$ cat src/rtl/mch_pkg.sv
package mch_pkg;
    typedef enum logic [1:0] {
        S_IDLE,
        S_SYNC,
        S_DATA,
        S_PAR
    } mch_state_e;

    localparam int SYNC_BITS = 3;
endpackage

$ cat src/rtl/mch_prescale.sv
module mch_prescale #(
    parameter int DIV = 6
) (
    input  logic clk,
    input  logic rst_n,
    input  logic enc_tick,
    output logic send_tick
);
    generate
        if (DIV > 1) begin : g_div
            localparam int CW = $clog2(DIV);
            logic [CW-1:0] cnt;

            always_ff @(posedge clk or negedge rst_n) begin
                if (!rst_n) begin
                    cnt <= '0;
                end else if (enc_tick) begin
                    if (cnt == CW'(DIV - 1)) cnt <= '0;
                    else                     cnt <= cnt + 1'b1;
                end
            end

            assign send_tick = enc_tick && (cnt == CW'(DIV - 1));
        end else begin : g_bypass
            assign send_tick = enc_tick;
        end
    endgenerate
endmodule

$ cat src/rtl/mch_seq.sv
module mch_seq
    import mch_pkg::*;
#(
    parameter int DATA_W = 16,
    localparam int FRAME_BITS = SYNC_BITS + DATA_W + 1,
    localparam int IDX_W = $clog2(FRAME_BITS)
) (
    input  logic             clk,
    input  logic             rst_n,
    input  logic             send_tick,
    input  logic             mreset,
    input  logic             enable,
    input  logic             sync_sel,
    input  logic             sdi,
    output mch_state_e       state,
    output logic             phase,
    output logic [IDX_W-1:0] bit_idx,
    output logic             cmd_sync,
    output logic             cur_bit,
    output logic             par_bit,
    output logic             send_data
);
    localparam int WIN_FIRST = SYNC_BITS - 1;
    localparam int WIN_LAST  = SYNC_BITS + DATA_W - 2;
    localparam int LAST_DATA = SYNC_BITS + DATA_W - 1;

    logic nxt_bit;
    logic par_acc;
    logic abort_pend;

    // state register process
    always_ff @(posedge clk or negedge rst_n) begin
        if (!rst_n) begin
            state      <= S_IDLE;
            phase      <= 1'b0;
            bit_idx    <= '0;
            cmd_sync   <= 1'b0;
            cur_bit    <= 1'b0;
            nxt_bit    <= 1'b0;
            par_acc    <= 1'b0;
            abort_pend <= 1'b0;
        end else if (send_tick && (mreset || abort_pend)) begin
            state      <= S_IDLE;
            phase      <= 1'b0;
            bit_idx    <= '0;
            abort_pend <= 1'b0;
        end else begin
            if (mreset) abort_pend <= 1'b1;
            if (send_tick && !phase) begin
                // mid-bit: shift clock rises, serial bit sampled
                phase <= 1'b1;
                if (send_data) nxt_bit <= sdi;
            end else if (send_tick && phase) begin
                // bit boundary: shift clock falls
                phase <= 1'b0;
                unique case (state)
                    S_IDLE: begin
                        if (enable) begin
                            state    <= S_SYNC;
                            bit_idx  <= '0;
                            cmd_sync <= sync_sel;
                            par_acc  <= 1'b0;
                        end
                    end
                    S_SYNC: begin
                        bit_idx <= bit_idx + 1'b1;
                        if (bit_idx == IDX_W'(SYNC_BITS - 1)) begin
                            state   <= S_DATA;
                            cur_bit <= nxt_bit;
                            par_acc <= par_acc ^ nxt_bit;
                        end
                    end
                    S_DATA: begin
                        bit_idx <= bit_idx + 1'b1;
                        if (bit_idx == IDX_W'(LAST_DATA)) begin
                            state <= S_PAR;
                        end else begin
                            cur_bit <= nxt_bit;
                            par_acc <= par_acc ^ nxt_bit;
                        end
                    end
                    S_PAR: begin
                        bit_idx <= '0;
                        if (enable) begin
                            state    <= S_SYNC;
                            cmd_sync <= sync_sel;
                            par_acc  <= 1'b0;
                        end else begin
                            state <= S_IDLE;
                        end
                    end
                    default: state <= S_IDLE;
                endcase
            end
        end
    end

    // output process
    always_comb begin
        par_bit = ~par_acc;
        unique case (state)
            S_SYNC:  send_data = (bit_idx == IDX_W'(WIN_FIRST));
            S_DATA:  send_data = (bit_idx <= IDX_W'(WIN_LAST));
            default: send_data = 1'b0;
        endcase
    end
endmodule

$ cat src/rtl/mch_linecode.sv
module mch_linecode
    import mch_pkg::*;
#(
    parameter int IDX_W = 5
) (
    input  mch_state_e       state,
    input  logic             phase,
    input  logic [IDX_W-1:0] bit_idx,
    input  logic             cmd_sync,
    input  logic             cur_bit,
    input  logic             par_bit,
    input  logic             inhibit_n,
    output logic             bip_one,
    output logic             bip_zero
);
    logic sync_hi;
    logic lvl;

    always_comb begin
        // first three half-bits of the sync field
        sync_hi = (bit_idx == '0) || ((bit_idx == IDX_W'(1)) && !phase);
        lvl     = 1'b0;
        unique case (state)
            S_SYNC:  lvl = cmd_sync ? sync_hi : ~sync_hi;
            S_DATA:  lvl = cur_bit ^ phase;
            S_PAR:   lvl = par_bit ^ phase;
            default: lvl = 1'b0;
        endcase
        if (!inhibit_n) begin
            bip_one  = 1'b1;
            bip_zero = 1'b1;
        end else if (state == S_IDLE) begin
            bip_one  = 1'b0;
            bip_zero = 1'b0;
        end else begin
            bip_one  = lvl;
            bip_zero = ~lvl;
        end
    end
endmodule

$ cat src/rtl/mch_word_enc.sv
module mch_word_enc
    import mch_pkg::*;
#(
    parameter int DIV    = 6,
    parameter int DATA_W = 16
) (
    input  logic clk,
    input  logic rst_n,
    input  logic enc_tick,
    input  logic mreset,
    input  logic enable,
    input  logic sync_sel,
    input  logic sdi,
    input  logic inhibit_n,
    output logic send_tick_o,
    output logic shift_clk_o,
    output logic send_data_o,
    output logic bip_one_o,
    output logic bip_zero_o
);
    localparam int FRAME_BITS = SYNC_BITS + DATA_W + 1;
    localparam int IDX_W      = $clog2(FRAME_BITS);

    logic             send_tick;
    mch_state_e       state;
    logic             phase;
    logic [IDX_W-1:0] bit_idx;
    logic             cmd_sync;
    logic             cur_bit;
    logic             par_bit;
    logic             send_data;

    mch_prescale #(.DIV(DIV)) u_pre (
        .clk       (clk),
        .rst_n     (rst_n),
        .enc_tick  (enc_tick),
        .send_tick (send_tick)
    );

    mch_seq #(.DATA_W(DATA_W)) u_seq (
        .clk       (clk),
        .rst_n     (rst_n),
        .send_tick (send_tick),
        .mreset    (mreset),
        .enable    (enable),
        .sync_sel  (sync_sel),
        .sdi       (sdi),
        .state     (state),
        .phase     (phase),
        .bit_idx   (bit_idx),
        .cmd_sync  (cmd_sync),
        .cur_bit   (cur_bit),
        .par_bit   (par_bit),
        .send_data (send_data)
    );

    mch_linecode #(.IDX_W(IDX_W)) u_line (
        .state     (state),
        .phase     (phase),
        .bit_idx   (bit_idx),
        .cmd_sync  (cmd_sync),
        .cur_bit   (cur_bit),
        .par_bit   (par_bit),
        .inhibit_n (inhibit_n),
        .bip_one   (bip_one_o),
        .bip_zero  (bip_zero_o)
    );

    assign send_tick_o = send_tick;
    assign shift_clk_o = phase;
    assign send_data_o = send_data;
endmodule

$ cat config.mk
export PLATFORM = sky130hd
export DESIGN_NAME = mch_word_enc
export DESIGN_NICKNAME = d
export VERILOG_FILES = /design/src/rtl/mch_pkg.sv /design/src/rtl/mch_prescale.sv /design/src/rtl/mch_seq.sv /design/src/rtl/mch_linecode.sv /design/src/rtl/mch_word_enc.sv
export SDC_FILE = /design/constraint.sdc
export NUM_CORES = 1
export LEC_CHECK = 0
export CORE_MARGIN = 1.5
export CORE_UTILIZATION = 54
export DETAILED_ROUTE_END_ITERATION = 8
export GPL_TIMING_DRIVEN = 0
export HOLD_SLACK_MARGIN = 0.02
export PLACE_DENSITY = 0.85
export RECOVER_POWER = 25
export SLEW_MARGIN = 20
export SYNTH_ARGS = -nofsm -noshare
export SYNTH_HDL_FRONTEND = slang
export SYNTH_HIERARCHICAL = 1
export SYNTH_SLANG_ARGS = --single-unit
$ cat constraint.sdc
create_clock -name clk -period 3.1 [get_ports clk]
set_input_delay 0.62 -clock clk [delete_from_list [all_inputs] [get_ports clk]]
set_output_delay 0.62 -clock clk [all_outputs]
set_load 0.03 [all_outputs]
## After elaboration in Yosys (flattened, before gate mapping)

Cells that the tools add are included.

- Register bits: 16
- Input port bits: 8

- Add/sub/neg operators: 2
- Order comparisons: 1
- Eq/ne operators: 14
- Multiplexer cells: 33
- Bitwise operators: 8
- Reductions and logical operators: 22

Operators by type and width:

| cell | number |
|---|---|
| 5-bit two-way mux | 4 |
| 1-bit two-way mux | 16 |
| 5-bit case mux with 3 select lines | 1 |
| 2-bit two-way mux | 6 |
| 6-bit AND reduction | 2 |
| 5-bit AND reduction | 2 |
| 3-bit != test, second input constant | 3 |
| 2-bit case mux with 4 select lines | 1 |
| 1-bit case mux with 3 select lines | 2 |
| 3-bit AND reduction | 2 |
| 2-bit nonzero test | 3 |
| 5-bit by 1-bit adder with 5-bit output, second input constant | 1 |
| 5-bit by 1-bit == test with 1-bit output, second input constant | 1 |
| 5-bit by 2-bit == test with 1-bit output, second input constant | 1 |
| 5-bit == test, second input constant | 1 |
| 5-bit less-or-equal comparator, second input constant | 1 |
| 1-bit logical AND | 5 |
| 5-bit logical NOT | 1 |
| 1-bit NOT | 5 |
| 2-bit == test, second input constant | 2 |
| 2-bit by 1-bit != test with 1-bit output, second input constant | 2 |
| 2-bit != test, second input constant | 2 |
| 1-bit case mux with 2 select lines | 2 |
| 2-bit OR reduction | 2 |
| other kinds (9) | 12 |

## Logic depth before layout (Yosys ltp)

Gate-level depths: netlist of the first run.

- Depth after elaboration: 9
- Mapped depth: 7

## Hierarchy

The synthesis of the first run kept the hierarchy.

Modules (own cells, without submodules):

| module | instances | cells an instance | area an instance (um^2) | sequential area each (um^2) |
|---|---|---|---|---|
| mch_seq | 1 | 94 | 902.1 | 325.3 |
| mch_prescale | 1 | 10 | 137.6 | 75.1 |
| mch_linecode | 1 | 16 | 130.1 | 0.0 |

## Least setup slack after synthesis of the first run

OpenSTA, ideal clock, no wires.

- Path kind: input to register
- From: input port enc_tick
- To: register u_seq.cur_bit
- Setup time: 125 ps
- Data arrival time: 2,659 ps
- Slack: 317 ps
- Stages on the path: 7
- Buffers on the path: 1
- Cell sequence: nand2_2 > nor3b_1 > clkbuf_2 > and4bb_2 > o21ai_0 > a211oi_1 > mux2_2

- Cells in the longest elaborated chain, start to end: 4
- Elaborated cells on any way between the ends: 7
- Those cells by class: bitwise: 2; reduce/logical: 5

RTL lines:

| what | RTL line | RTL |
|---|---|---|
| from (decl) | mch_word_enc.sv:9 | `input logic enc_tick,` |
| 1-bit logical AND * | mch_prescale.sv:23 | `assign send_tick = enc_tick && (cnt == CW'(DIV - 1));` |
| named net send_tick_o | mch_word_enc.sv:15 | `output logic send_tick_o,` |
| 1-bit logical AND, on equally long branches | mch_seq.sv:42, mch_seq.sv:49 |  |
| 1-bit NOT (no line) | -- |  |
| 6-bit AND reduction (no line) * | -- |  |
| to (signal assigned) | mch_seq.sv:69 | `cur_bit <= nxt_bit;` |
| to (signal assigned) | mch_seq.sv:78 | `cur_bit <= nxt_bit;` |
| to (decl) | mch_seq.sv:19 | `output logic cur_bit,` |

Mark *: on every way through the listed nets, which the timed path passes. The rest lies on a longest branch.
A chain may end at the register's enable or synchronous reset.

## Worst setup path after layout of the first run

- From: input port enc_tick
- To: output port send_tick_o

- Cells in the longest elaborated chain, start to end: 1

RTL lines:

| what | RTL line |
|---|---|
| 1-bit logical AND | mch_prescale.sv:23 |
| to (decl) | mch_word_enc.sv:15 |

Every way passes these cells.

==> results of run 1 <==
==> path summary, 6_finish.rpt <==
check	from	endpoint	slack (ns)	cells after the start
worst max-delay path	enc_tick	send_tick_o	0.23	4
worst max register to register	u_seq/state[1]	u_seq/bit_idx[3]	1.03	6
max in group asynchronous	rst_n	u_pre/g_div.cnt[2]	1.80	1
min in group asynchronous	rst_n	u_seq/bit_idx[1]	0.83	1
worst min-delay path	u_pre/g_div.cnt[0]	u_pre/g_div.cnt[0]	0.51	1
worst min register to register	u_pre/g_div.cnt[0]	u_pre/g_div.cnt[0]	0.51	1
==> flip-flops by register name (all words and copies together), names as in the netlist <==
register / cells
u_seq/bit_idx: 5
u_pre/g_div.cnt: 3
u_seq/state: 2
u_seq/abort_pend: 1
u_seq/cmd_sync: 1
u_seq/cur_bit: 1
u_seq/nxt_bit: 1
u_seq/par_acc: 1
u_seq/phase: 1
==> critical path, cell delays in order <==
cell,delay [ns]
dlygate4sd3_1,0.57
nand2_2,0.10
nor3b_1,0.24
clkdlybuf4s50_1,0.71
==> Yosys cell counts (all sizes together) <==
library cell	count	area [µm²]
o21ba	1	10.0
o221ai	1	8.76
inv	8	30.0
or4	2	15.0
nand4	1	6.26
dfrtp	16	400
nor4b	1	23.8
or3	1	6.26
a21oi	8	40.0
o211ai	1	7.51
nand4b	4	35.0
o21a	1	7.51
nor2b	4	25.0
a21boi	1	7.51
nor3	1	5.00
a31oi	1	6.26
nand3b	1	7.51
nor3b	2	15.0
nor2	6	25.0
o311ai	1	8.76
mux2	5	63.8
nand2	9	36.3
ha	8	100
mux2i	5	50.1
and2	4	25.0
nand3	6	35.0
and4bb	1	12.5
o211a	1	10.0
a221o	1	10.0
clkbuf	1	5.00
nand2b	1	6.26
buf	1	5.00
nor4bb	1	16.3
and3	2	12.5
a211oi	2	15.0
o221a	1	11.3
o21ai	7	35.0
nor4	1	21.3
xor2	1	8.76
==> area by class of cell <==
| class | count | area, µm² |
|---|---|---|
| Fill cell | 158 | 639 |
| Sequential cell | 16 | 400 |
| Timing Repair Buffer | 12 | 123 |
| Tap cell | 27 | 33.8 |
| Inverter | 8 | 30.0 |
| Buffer | 2 | 10.0 |
| Multi-Input combinational cell | 94 | 729 |
| Clock buffer | 4 | 36.3 |
==> cell families after synthesis <==
logic type | after synthesis | share of synthesized area
AOI/OAI and AO/OA | 27 | 0.152
xor gates and xnor gates | 1 | 0.00749
adders and majority gates | 8 | 0.0856
buffers and inverters | 10 | 0.0342
DFF | 16 | 0.342
muxes | 10 | 0.0973
and+or+nand+nor | 48 | 0.281
==> layer usage <==
layer | wire length, µm | track usage | vias up
met4 | 21 | 0.0694 | 0
met3 | 124 | 0.0212 | 4
li1 | - | - | 474
met2 | 1240 | 0.409 | 40
met5 | 0 | 0 | -
met1 | 1070 | 0.266 | 471
==> repair_timing <==
action | 4_1_cts | 5_1_grt
endpoints found under the setup margin | 0 | 1
gates resized for setup | 0 | 1
buffers inserted | 0 | 0
==> stage by stage <==
step | area [µm²] | total power (W) | utilization | worst slack (ns) | cells
after global placement | 1320 | 0.000430 | 0.661 | 0.295 | 159
after floorplan | 1170 | 0.000383 | - | 0.317 | 120
final | 1360 | 0.000578 | 0.681 | 0.233 | 163
after CTS | 1360 | 0.000582 | 0.679 | 0.00197 | 163
after detailed placement | 1320 | 0.000443 | 0.661 | 0.306 | 159
after global routing | 1360 | 0.000610 | 0.681 | 0.0958 | 163
==> power breakdown <==
part / leakage, nW / total, W / switching [W] / internal [W]
clock network: 0.0210 / 0.000138 / 0.0000664 / 0.0000715
registers: 0.213 / 0.000273 / 0.0000363 / 0.000237
logic: 0.341 / 0.000166 / 0.0000832 / 0.0000831
total: 0.576 / 0.000578 / 0.000186 / 0.000392
==> metrics.md, run 1 <==
| Metric | Value |
|---|---|
| CTS Root Cell | clkbuf_4 |
| CTS buffer count | 3 |
| Drt via density | 6.07 |
| F_max | 349 MHz |
| DR WL/cell | 15.1 µm |
| Number of inserted diodes | 0 |
| Final ANT Viol Nets | 0 |
| Critical-path maximum fanout | 3 |
| Pre-antenna DRT Iters | 4 |
| Die area | 0.00245 mm² |
| First-pass GRT wire length | 4.19 mm |
| CTS sink cnt | 16 |
| CTS Hold Bufs | 0 |
| Worst setup SP type | primary input |
| Clk_lat worst skew | 0.28 ns |
| Setup violators final | 0 |
| Clock Tree Buf Depth | 2 |
| Post-DP HPWL | 1.81 mm |
| Required @ worst endpoint | 2.48 ns |
| Number of synthesized register bits | 16 |
| Post-synthesis cell count | 120 |
| Final Max Slew Viols | 0 |
| Syn Area/Cell | 9.75 µm² |
| Largest net degree at the start of global routing | 17 |
| Detailed Route Iter0 Violations | 19 |
| Rows | 16 |
| Initial antenna violation count | 0 |
| Residual DRC | 0 |
| Synth Cell Area | 0.00117 mm² |
| Final nets | 153 |
| Final setup TNS | 0 ns |
| GRT Residual Overflow | 0 |
| Area delta synth->final | 16.5% |
| RSZ-0062 raised after global routing | false |
| Die Width | 49.5 µm |
| Final Cycle Share | 0.925 |
| Leak | 0.576 nW |
| Hold WS | 0.506 ns |
| GP Congestion | 0.784 |
| Peak supply drop | 0.404 mV |
| Hold Crit Class | reg -> reg |
| Gr usage total | 0.221 |
| Maxcap violations | 0 |
| Share of layout cells above drive strength 1 | 0.147 |
| Vias in the first global route | 942 |
| Sequential share of the synthesized area | 0.342 |
| Status | finished clean |
| Critical path capture point type | output port |
| Distinct cells, synth | 43 |
| Final Hold Viols | 0 |
| Die H | 49.5 µm |
| Clk pin slew, worst setup/hold paths | 0.10 ns |
| Synthesized Nets | 136 |
| Clock Skews | 0.00297 ns |
| Initial Util | 0.584 |
| I/O pins | 13 |
| Worst EP arrival | 2.25 ns |
| Syn. warnings | 6 |
| Commonest cells after routing, fill and taps aside | 16 x dfrtp_1, 9 x clkdlybuf4s50_1 |
| H-tree levels | 1 |
| CTS tree | yes |
| Worst Tran Pin Value | 0.743 ns |
| Port bufs | 12 |
| Tmin final | 2.87 ns |
| Routed wire length | 2.46 mm |
| Worst Setup Path Type | in -> out |
| Relative slew margins | 0.503 |
| Routed vias | 989 |
| Most common cell after layout, fill and taps aside | dfrtp_1 |
| PwrDens | 424 mW/mm² |
| Core Area | 0.00200 mm² |
Power figures use the tool's default switching activity.
==> run 2, diff against run 1 <==
Settings changed: CORE_UTILIZATION 54 to 50, PLACE_DENSITY 0.85 to 0.83.
Clock period 3.1 ns to 2.63 ns, I/O delays scaled along.
==> run 2 against run 1 <==
Via count up 0.61%. Die area up 7.5%. Clock-buffer cell count did not move. Clock skew is essentially flat. Power is 18% higher. Non-clock buffer count is the same. Core utilization is 6.6 points lower. Final area shrank 0.28%. Sequential share of layout area grew 0.36 points. Largest power group unchanged.
==> metrics.md, run 2 (same netlist as run 1, synthesis figures left out) <==
| Metric | Value |
|---|---|
| Status | finished clean |
| Worst Tran Pin Value | 0.733 ns (-0.0102 ns) |
| Final Max Slew Viols | 0 (unchanged) |
| R2r setup slk | 0.50 ns (-0.53 ns) |
| Clock Skews | 0.00330 ns (+0.000330 ns) |
| CTS Root Cell | clkbuf_4 |
| Final setup margin | 0.151 ns (-0.0822 ns) |
| Initial Util | 0.529 (-0.0555) |
| Final Hold Viols | 0 (unchanged) |
| Critical path buffers and inverters | 2 (unchanged) |
| Reg power frac | 0.473 (about the same) |
| Final nets | 153 (unchanged) |
| Final setup TNS | 0 ns (unchanged) |
| First-pass GRT wire length | 4.27 mm (+2.0%) |
| Layout fillers | 179 (+13%) |
| Relative slew margins | 0.510 (+0.00685) |
| Gate power share | 0.275 (-0.013) |
| Max incr delay on CP | 0.50 ns (-0.21 ns) |
| F_max | 403 MHz |
| CTS sink cnt | 16 (unchanged) |
| Sw frac | 0.334 (+0.0120) |
| Placed inst area | 0.00133 mm² (+0.47%) |
| Routed wire length | 2.64 mm (+7.7%) |
| H-tree levels | 1 (unchanged) |
| Hold WS | 0.486 ns (-0.0201 ns) |
| Port bufs | 12 (unchanged) |
| Critical path capture point type | flop |
| CTS tree | yes |
| Routed vias | 995 (+0.61%) |
| Final Instance Area | 0.00136 mm² (-0.28%) |
| Vias in the first global route | 980 (+4.0%) |
| Worst EP arrival | 2.67 ns (+0.42 ns) |
| Pre-antenna DRT Iters | 4 (unchanged) |
| GP Congestion | 0.846 (+7.9%) |
| I/O pins | 13 (unchanged) |
| CP max stage cell | clkdlybuf4s50_1 |
| Maxcap violations | 0 (unchanged) |
| Commonest cells after routing, fill and taps aside | 13 x dfrtp_1, 9 x nand2_1, 8 x a21oi_1, 8 x inv_1, 8 x ha_1 |
| Crit-path cells | clkdlybuf4s50_1 > nand2_1 > nor3b_2 > clkbuf_2 > and4bb_2 > o21ai_0 > a211oi_1 > mux2_2 |
| Peak supply drop | 0.515 mV (+27%) |
| Biggest regs | u_seq/bit_idx: 5 flops, u_pre/g_div.cnt: 3 flops, u_seq/state: 2 flops |
| Hold Crit Class | reg -> reg |
| PwrDens | 499 mW/mm² (+18%) |
| Post-DP HPWL | 1.99 mm (+10%) |
| Die H | 51.4 µm (+3.7%) |
| Share of layout cells above drive strength 1 | 0.169 (+0.0221) |
| Tmin final | 2.48 ns |
| Drt via density | 6.07 (about the same) |
| Max FFs per register | 5 (unchanged) |
| Die area | 0.00264 mm² (+7.5%) |
| RSZ-0062 raised after global routing | false |
| Clk_lat worst skew | 0.30 ns (+0.02 ns) |
| Largest net degree at the start of global routing | 17 (unchanged) |
| Pre-CTS worst setup slack | -0.119 ns (-0.425 ns) |
| Area of the multi-input gates | 728 µm² (-0.17%) |
| Clock Tree Buf Depth | 2 (unchanged) |
| Gr usage total | 0.220 (-0.000825) |
| CP delay by family, top | buffers and inverters |
| Worst setup SP type | primary input |
| Total power | 0.000679 W (+18%) |
| Psw | 0.000227 W (+22%) |
| Die Width | 51.4 µm (+3.7%) |
| CTS buffer count | 3 (unchanged) |
| Register area | 404 µm² (+0.94%) |
| Worst Setup Path Type | in -> reg |
| Largest Register | u_seq/bit_idx |
| Clk pwr share | 0.251 (+0.012) |
| Required @ worst endpoint | 2.82 ns (+0.34 ns) |
| Area delta synth->final | 16.1% |
| Residual DRC | 0 (unchanged) |
| Setup violators final | 0 (unchanged) |
| Clk pin slew, worst setup/hold paths | 0.10 ns (about the same) |
| Critical-path maximum fanout | 9 (+6) |
| Core Area | 0.00221 mm² (+10%) |
| Initial antenna violation count | 0 (unchanged) |
| Final ANT Viol Nets | 0 (unchanged) |
| Detailed Route Iter0 Violations | 33 (+14) |
| CTS Hold Bufs | 0 (unchanged) |
| GRT Residual Overflow | 0 (unchanged) |
| Final Cycle Share | 0.942 |
| Leak | 0.571 nW (-0.83%) |
| Rows | 17 (+1) |
| Most common cell after layout, fill and taps aside | dfrtp_1 |
| Number of inserted diodes | 0 (unchanged) |
| DR WL/cell | 16.1 µm (+7.0%) |
| P_int | 0.000452 W (+15%) |
-- run 2: cell count changes in the layout (fill, tap and decap cells not counted), sizes merged --
| cell | previous run | this run |
|---|---|---|
| dlygate4sd2 | 0 | 2 |
| clkdlybuf4s50 | 9 | 7 |
| buf | 1 | 2 |
| dlygate4sd3 | 2 | 1 |
-- run 2: worst paths after layout --
check / startpoint / depth (start not counted) / to
max: enc_tick / 8 / u_seq/cur_bit
min: u_pre/g_div.cnt[0] / 1 / u_pre/g_div.cnt[0]
max reg2reg: u_pre/g_div.cnt[0] / 7 / u_seq/cur_bit
min reg2reg: u_pre/g_div.cnt[0] / 1 / u_pre/g_div.cnt[0]
max in group asynchronous: rst_n / 1 / u_seq/bit_idx[0]
min in group asynchronous: rst_n / 1 / u_seq/par_acc
-- run 2: layout make-up --
cell class,instances,share of cell area
Multi-Input combinational cell,94,0.536
Sequential cell,16,0.297
Tap cell,28,0.0258
Inverter,8,0.0221
Timing Repair Buffer,12,0.0847
Buffer,2,0.00737
Clock buffer,4,0.0267
-- run 2: per-layer routing --
metal	vias up	part of all wire	GRT usage
met2	35	0.53	0.400
met1	486	0.41	0.260
li1	474	-	-
met5	-	0	0
met3	0	0.053	0.0643
met4	0	0	0.0307
-- run 2: power groups by stage --
stage	Clock [W]	Combinational, W	Sequential [W]
2_1_floorplan	0	0.000130	0.000325
3_3_place_gp	0	0.000189	0.000322
3_5_place_dp	0	0.000200	0.000325
4_1_cts	0.000176	0.000198	0.000321
5_1_grt	0.000185	0.000204	0.000326
6_report	0.000171	0.000187	0.000321
-- run 2: what timing repair did --
| action | in CTS | in global routing |
|---|---|---|
| endpoints found under the setup margin | 3 | 2 |
| resized for setup | 5 | 6 |
| buffers inserted | 0 | 0 |
-- run 2: stage by stage --
stage / cells / util
6_report: 164 / 0.614
4_1_cts: 164 / 0.617
5_1_grt: 164 / 0.614
2_1_floorplan: 120 / -
3_5_place_dp: 160 / 0.601
3_3_place_gp: 160 / 0.601
==> run 3, diff against run 2 <==
Settings changed: CTS_CLUSTER_DIAMETER set to 30.
==> results of run 3 <==
Same layout as run 2: the final DEF is identical, and so are final timing and power.
